[src/rtl/nvx_pkg.sv]
package nvx_pkg;
  typedef enum logic [2:0] {
    ST_IDLE,
    ST_GRACE,
    ST_STORE,
    ST_LOCK,
    ST_RECALL
  } nvx_state_e;
endpackage

[src/rtl/nvx_access_decode.sv]
module nvx_access_decode (
  input  logic clk,
  input  logic rst,
  input  logic cs_n,
  input  logic oe_n,
  input  logic we_n,
  input  logic line_hi,
  input  logic blocked,
  output logic rd_ok,
  output logic wr_ok
);
  logic wr_req;
  logic carry_q; // a write was accepted last cycle

  assign wr_req = !cs_n && !we_n;
  assign wr_ok  = wr_req && !blocked && (line_hi || carry_q);
  assign rd_ok  = !cs_n && !oe_n && we_n && line_hi && !blocked;

  always_ff @(posedge clk) begin
    if (rst) carry_q <= 1'b0;
    else     carry_q <= wr_ok;
  end

  // while the line is low only a continuing write may land
  a_r8_no_fresh_write: assert property (@(posedge clk) disable iff (rst)
    (wr_ok && !line_hi) |-> $past(wr_ok));
endmodule

[src/rtl/nvx_seq.sv]
module nvx_seq
  import nvx_pkg::*;
#(
  parameter int GRACE_CYC  = 16,
  parameter int STORE_CYC  = 64,
  parameter int RECALL_CYC = 32
) (
  input  logic clk,
  input  logic rst,
  input  logic line_hi,
  input  logic sw_store,
  input  logic pwr_fail,
  input  logic recall_req,
  input  logic wr_ok,
  output logic blocked,
  output logic pull_dn,
  output logic do_store,
  output logic do_recall
);
  localparam int MAX_A = (GRACE_CYC > STORE_CYC) ? GRACE_CYC : STORE_CYC;
  localparam int MAX_C = (MAX_A > RECALL_CYC) ? MAX_A : RECALL_CYC;
  localparam int CNT_W = (MAX_C > 1) ? $clog2(MAX_C) : 1;
  localparam logic [CNT_W-1:0] G_LAST = CNT_W'(GRACE_CYC - 1);
  localparam logic [CNT_W-1:0] S_LAST = CNT_W'(STORE_CYC - 1);
  localparam logic [CNT_W-1:0] R_LAST = CNT_W'(RECALL_CYC - 1);

  nvx_state_e       state, state_n;
  logic [CNT_W-1:0] cnt;
  logic             dirty;
  logic             store_trig;

  assign store_trig = sw_store || (dirty && (!line_hi || pwr_fail));

  always_comb begin
    state_n = state;
    case (state)
      ST_IDLE:   if (store_trig) state_n = ST_GRACE;
                 else if (recall_req) state_n = ST_RECALL;
      ST_GRACE:  if (cnt == G_LAST) state_n = ST_STORE;
      ST_STORE:  if (cnt == S_LAST) state_n = ST_LOCK;
      ST_LOCK:   if (line_hi) state_n = ST_IDLE;
      ST_RECALL: if (cnt == R_LAST) state_n = ST_IDLE;
      default:   state_n = ST_IDLE;
    endcase
  end

  always_ff @(posedge clk) begin
    if (rst) begin
      state   <= ST_IDLE;
      cnt     <= '0;
      pull_dn <= 1'b0;
    end else begin
      state   <= state_n;
      cnt     <= (state_n != state) ? '0 : cnt + CNT_W'(1);
      pull_dn <= (state_n == ST_STORE);
    end
  end

  assign blocked   = (state == ST_STORE) || (state == ST_LOCK) || (state == ST_RECALL);
  assign do_store  = (state == ST_STORE)  && (cnt == '0);
  assign do_recall = (state == ST_RECALL) && (cnt == '0);

  always_ff @(posedge clk) begin
    if (rst)                        dirty <= 1'b0;
    else if (do_store || do_recall) dirty <= 1'b0;
    else if (wr_ok)                 dirty <= 1'b1;
  end

  // the flag is clear once the first store cycle has passed
  a_r4_flag_cleared: assert property (@(posedge clk) disable iff (rst)
    $rose(pull_dn) |=> !dirty);
  // a clean array with no software command never enters the grace window
  a_r5_clean_skip: assert property (@(posedge clk) disable iff (rst)
    (state == ST_IDLE && !dirty && !sw_store) |=> (state != ST_GRACE));
  // locked state holds and stays blocked while the line is low
  a_r10_lock_hold: assert property (@(posedge clk) disable iff (rst)
    (state == ST_LOCK && !line_hi) |=> (blocked && !pull_dn));
endmodule

[src/rtl/nvx_arrays.sv]
module nvx_arrays #(
  parameter int ADDR_W = 4,
  parameter int DATA_W = 8
) (
  input  logic              clk,
  input  logic              rst,
  input  logic [ADDR_W-1:0] addr,
  input  logic [DATA_W-1:0] wdata,
  input  logic              wr_en,
  input  logic              rd_en,
  input  logic              do_store,
  input  logic              do_recall,
  output logic [DATA_W-1:0] rdata,
  output logic              rd_valid
);
  localparam int DEPTH = 1 << ADDR_W;

  logic [DATA_W-1:0] vol [DEPTH];
  logic [DATA_W-1:0] shd [DEPTH];

  always_ff @(posedge clk) begin
    if (do_recall) begin
      for (int i = 0; i < DEPTH; i++) vol[i] <= shd[i];
    end else if (wr_en) begin
      vol[addr] <= wdata;
    end
  end

  always_ff @(posedge clk) begin
    if (do_store) begin
      for (int i = 0; i < DEPTH; i++) shd[i] <= vol[i];
    end
  end

  always_ff @(posedge clk) begin
    if (rst) begin
      rd_valid <= 1'b0;
      rdata    <= '0;
    end else begin
      rd_valid <= rd_en;
      if (rd_en) rdata <= vol[addr];
    end
  end
endmodule

[src/rtl/nvmem_shadow_ctrl.sv]
module nvmem_shadow_ctrl #(
  parameter int ADDR_W     = 4,
  parameter int DATA_W     = 8,
  parameter int GRACE_CYC  = 16,
  parameter int STORE_CYC  = 64,
  parameter int RECALL_CYC = 32
) (
  input  logic              clk,
  input  logic              rst,
  input  logic              cs_n,
  input  logic              oe_n,
  input  logic              we_n,
  input  logic [ADDR_W-1:0] addr,
  input  logic [DATA_W-1:0] wdata,
  output logic [DATA_W-1:0] rdata,
  output logic              rd_valid,
  input  logic              busy_in,
  output logic              busy_pd,
  input  logic              sw_store,
  input  logic              pwr_fail,
  input  logic              recall_req
);
  logic rd_ok, wr_ok, blocked, do_store, do_recall;

  nvx_access_decode u_dec (
    .clk(clk), .rst(rst), .cs_n(cs_n), .oe_n(oe_n), .we_n(we_n),
    .line_hi(busy_in), .blocked(blocked), .rd_ok(rd_ok), .wr_ok(wr_ok)
  );

  nvx_seq #(
    .GRACE_CYC(GRACE_CYC), .STORE_CYC(STORE_CYC), .RECALL_CYC(RECALL_CYC)
  ) u_seq (
    .clk(clk), .rst(rst), .line_hi(busy_in), .sw_store(sw_store),
    .pwr_fail(pwr_fail), .recall_req(recall_req), .wr_ok(wr_ok),
    .blocked(blocked), .pull_dn(busy_pd), .do_store(do_store),
    .do_recall(do_recall)
  );

  nvx_arrays #(.ADDR_W(ADDR_W), .DATA_W(DATA_W)) u_mem (
    .clk(clk), .rst(rst), .addr(addr), .wdata(wdata), .wr_en(wr_ok),
    .rd_en(rd_ok), .do_store(do_store), .do_recall(do_recall),
    .rdata(rdata), .rd_valid(rd_valid)
  );

  // a reported read was requested with the proper control levels
  a_r1_read_ctrl: assert property (@(posedge clk) disable iff (rst)
    rd_valid |-> $past(!cs_n && !oe_n && we_n && busy_in));
  // writes need the write controls and never land during a store
  a_r2_write_ctrl: assert property (@(posedge clk) disable iff (rst)
    wr_ok |-> (!cs_n && !we_n && !busy_pd));
  // no read result follows a cycle with a transfer under way
  a_r3_no_read_in_xfer: assert property (@(posedge clk) disable iff (rst)
    rd_valid |-> $past(!busy_pd));
endmodule

[config.mk]
export PLATFORM = sky130hd
export DESIGN_NAME = nvmem_shadow_ctrl
export DESIGN_NICKNAME = d
export VERILOG_FILES = /design/src/rtl/nvx_pkg.sv /design/src/rtl/nvx_access_decode.sv /design/src/rtl/nvx_seq.sv /design/src/rtl/nvx_arrays.sv /design/src/rtl/nvmem_shadow_ctrl.sv
export SDC_FILE = /design/constraint.sdc
export NUM_CORES = 1
export LEC_CHECK = 0
export BUFFER_PORTS_ARGS = -buffer_cell sky130_fd_sc_hd__buf_4
export CAP_MARGIN = 10
export CORE_ASPECT_RATIO = 1.2
export CORE_MARGIN = 2
export CORE_UTILIZATION = 35
export CTS_BUF_LIST = sky130_fd_sc_hd__clkbuf_8 sky130_fd_sc_hd__clkbuf_16
export DETAILED_ROUTE_END_ITERATION = 8
export PLACE_DENSITY = 0.49
export SLEW_MARGIN = 25
export SYNTH_ARGS = -nofsm -noshare
export SYNTH_HDL_FRONTEND = slang
export SYNTH_SLANG_ARGS = --single-unit
[constraint.sdc]
create_clock -name clk -period 7.7 [get_ports clk]
set_input_delay 1.54 -clock clk [delete_from_list [all_inputs] [get_ports clk]]
set_output_delay 1.54 -clock clk [all_outputs]
set_load 0.02 [all_outputs]
==> flow_summary.json <==
{
  "cts_num_sinks": 277,
  "worst_clock_skew_ps": 11.6,
  "portBuffers": 30,
  "numCtsBuffers": 30,
  "slowest_stage": "nor2b_1",
  "hpwl_um": 16400,
  "drt_iter0_drc": 533,
  "crit_chain": "buf_4, nor2b_1, nand3_2, nand2_1",
  "die_h_um": 202,
  "grt_usage_pct": 15.3,
  "regArea_mm2": 0.00811,
  "hold_path_end": "u_mem.shd[1][5]",
  "power_frac_seq_pct": 51.6,
  "ys_ff_latch": 277,
  "syn_nets": 626,
  "worst_ir_drop_vdd_v": 0.000151,
  "netlist_area_mm2": 0.0114,
  "syn_inst": 603,
  "antenna_found_initial": 0,
  "rr_startpoint": "u_seq.state[1]",
  "finalPower_uw": 3250,
  "worstSetupPathType": "in2reg",
  "hold_buffers": 0,
  "io_pins": 31,
  "worstReg2RegEnd": "u_mem.shd[5][9]",
  "hold_violations": 0,
  "critical_path.max_stage_delay_ps": 580,
  "synthArstFlopShare_pct": 0,
  "clockBufferDepth": 3,
  "synth_ff_type": "edfxtp_1",
  "drc_errors": 0,
  "cts_tree": "done",
  "layout.cells.most_common": "edfxtp_1",
  "via_per_inst": 5.46,
  "num_rows": 72,
  "slew_headroom_pct": 29.8,
  "end_kind": "flop",
  "pwr-share-comb_pct": 4.2,
  "period_share_pct": 42.8,
  "core_area_mm2": 0.0322,
  "max_freq_ghz": 0.303,
  "detail-route-antenna-nets": 0,
  "fin_tns_setup_ps": 0,
  "fin_cells": 1068,
  "path_max_fanout": 39,
  "first_global_vias": 5939,
  "synth_cell_types": 48,
  "swShare_pct": 21.2,
  "overflow": 0,
  "initial_core_util_pct": 35.5,
  "cp.arrival_ps": 3500,
  "grt_first_pass_wirelength_um": 39200,
  "hold_depth": 0,
  "synth_warnings": 0,
  "firstDrtPassIters": 4,
  "max_cap_violations": 0,
  "p_per_area_mw_per_mm2": 249,
  "die_x_um": 169,
  "hp-class": "reg2reg",
  "h-tree-depth": 1,
  "dieArea_mm2": 0.0341,
  "clock_latency_ps": 550,
  "worstPathRequired_ps": 7900,
  "grt_max_degree": 54,
  "drive_gt1_share_pct": 39.5,
  "slew_viol_final": 0,
  "hp-start": "u_mem.vol[2][5]",
  "antennaDiodeCount": 0,
  "period_needed_ps": 3300,
  "finalWirelength_um": 26300,
  "routedWlPerCell_um": 24.6,
  "power_switching_uw": 690,
  "outcome": "finished clean",
  "cts_setup_buffers": 0,
  "reg2reg_depth": 5,
  "setup_viol": 0,
  "rrSetupSlack_ps": 4960,
  "dp_cells": 1014,
  "synth_seq_area_share_pct": 70.9,
  "nFillCells": 2824,
  "clk_pin_slew_worst_paths_ps": 60,
  "vias": 5827,
  "worst_pin_slew_ps": 1050,
  "rsz0062_at_grt": "false",
  "avgSynthCellArea_um2": 19.0,
  "power_frac_clock_pct": 44.2,
  "place.gp.congestion": 0.760,
  "cp-start-kind": "primary input",
  "area_growth_pct": 14.3,
  "leakage_uw": 0.00428,
  "nets": 663,
  "multi_input_area_mm2": 0.00316,
  "synth_edf_count": 256,
  "post_cts_resized": 0,
  "layout_common_cells": "edfxtp_1 (256), mux2_2 (120), buf_4 (37)",
  "p_int_uw": 2560,
  "cts-root-buf": "clkbuf_16"
}
-- critical path, delay by kind of cell --
family | cells | cell delay, ps
buf+inv | 1 | 570
simple gates | 3 | 1320
-- synth_stat cells (all sizes together) (3+ instances only) --
library cell | instances | share of area [%]
edfxtp | 256 | 67
mux2 | 128 | 13
mux4 | 32 | 6.3
nand2 | 22 | 0.72
dfxtp | 21 | 3.7
nor2 | 19 | 0.65
clkbuf | 18 | 0.59
nand3 | 17 | 1.6
a22oi | 16 | 1.1
buf | 15 | 0.80
a311oi | 8 | 0.61
nor2b | 7 | 0.38
nand4 | 5 | 0.80
nor3 | 5 | 0.22
inv | 4 | 0.13
nor4 | 3 | 0.35
xnor2 | 3 | 0.23
-- metrics by stage --
stage	hold WS (ps)	setup WS [ps]	utilization, %	area [um^2]
3_3_place_gp	433	3860	37.5	12100
4_1_cts	442	4370	40.6	13000
5_1_grt	454	4200	40.6	13100
3_5_place_dp	434	3800	37.5	12100
2_1_floorplan	421	823	-	11400
6_report	440	4400	40.6	13100
-- cells by family after synthesis --
group	synth area share [%]
AOI/OAI and AO/OA	2.54
DFF	70.9
xor gates and xnor gates	0.307
muxes	19.2
buffers and inverters	1.52
adders and majority gates	0.219
and+or+nand+nor	5.31
-- state kept, by name, indices dropped and copies added (netlist names) --
register	flops
u_mem.vol	128
u_seq.cnt	6
u_seq.pull_dn	1
u_mem.shd	128
u_seq.dirty	1
u_seq.state	3
u_dec.carry_q	1
u_mem.rdata	8
u_mem.rd_valid	1
-- layer usage --
metal	vias to the layer above	GRT usage, %	share of wire [%]
met1	3112	21.9	46
met3	36	2.08	4.5
met4	0	3.94	1.8
met5	-	0	0
met2	173	24.7	48
li1	2506	-	-
-- power by group through the flow --
stage	registers (uW)	logic, uW	clock network, uW
5_1_grt	1680	148	1530
2_1_floorplan	1700	85.5	0
6_report	1680	138	1440
3_5_place_dp	1710	141	0
4_1_cts	1680	141	1470
3_3_place_gp	1710	138	0
-- layout make-up --
type | count | area share (%)
clock buffers | 31 | 5.94
clock inverters | 22 | 1.54
inverters | 4 | 0.115
multi-input cells | 289 | 24.2
flip-flops and latches | 277 | 62.0
well taps | 407 | 3.90
repair buffers | 38 | 2.28
-- worst max-delay path by stage --
stage | slack [ps] | end | from
2_1_floorplan | 820 | u_mem.shd[0][0] | u_seq.state[1]
3_3_place_gp | 3860 | u_mem.vol[13][6] | addr[0]
3_5_place_dp | 3800 | u_mem.vol[9][2] | addr[0]
4_1_cts | 4370 | u_mem.vol[9][7] | addr[0]
5_1_grt | 4200 | u_mem.vol[9][1] | addr[0]
6_report | 4400 | u_mem.vol[9][7] | addr[0]
Note: power is estimated with default switching activity, not from simulation.
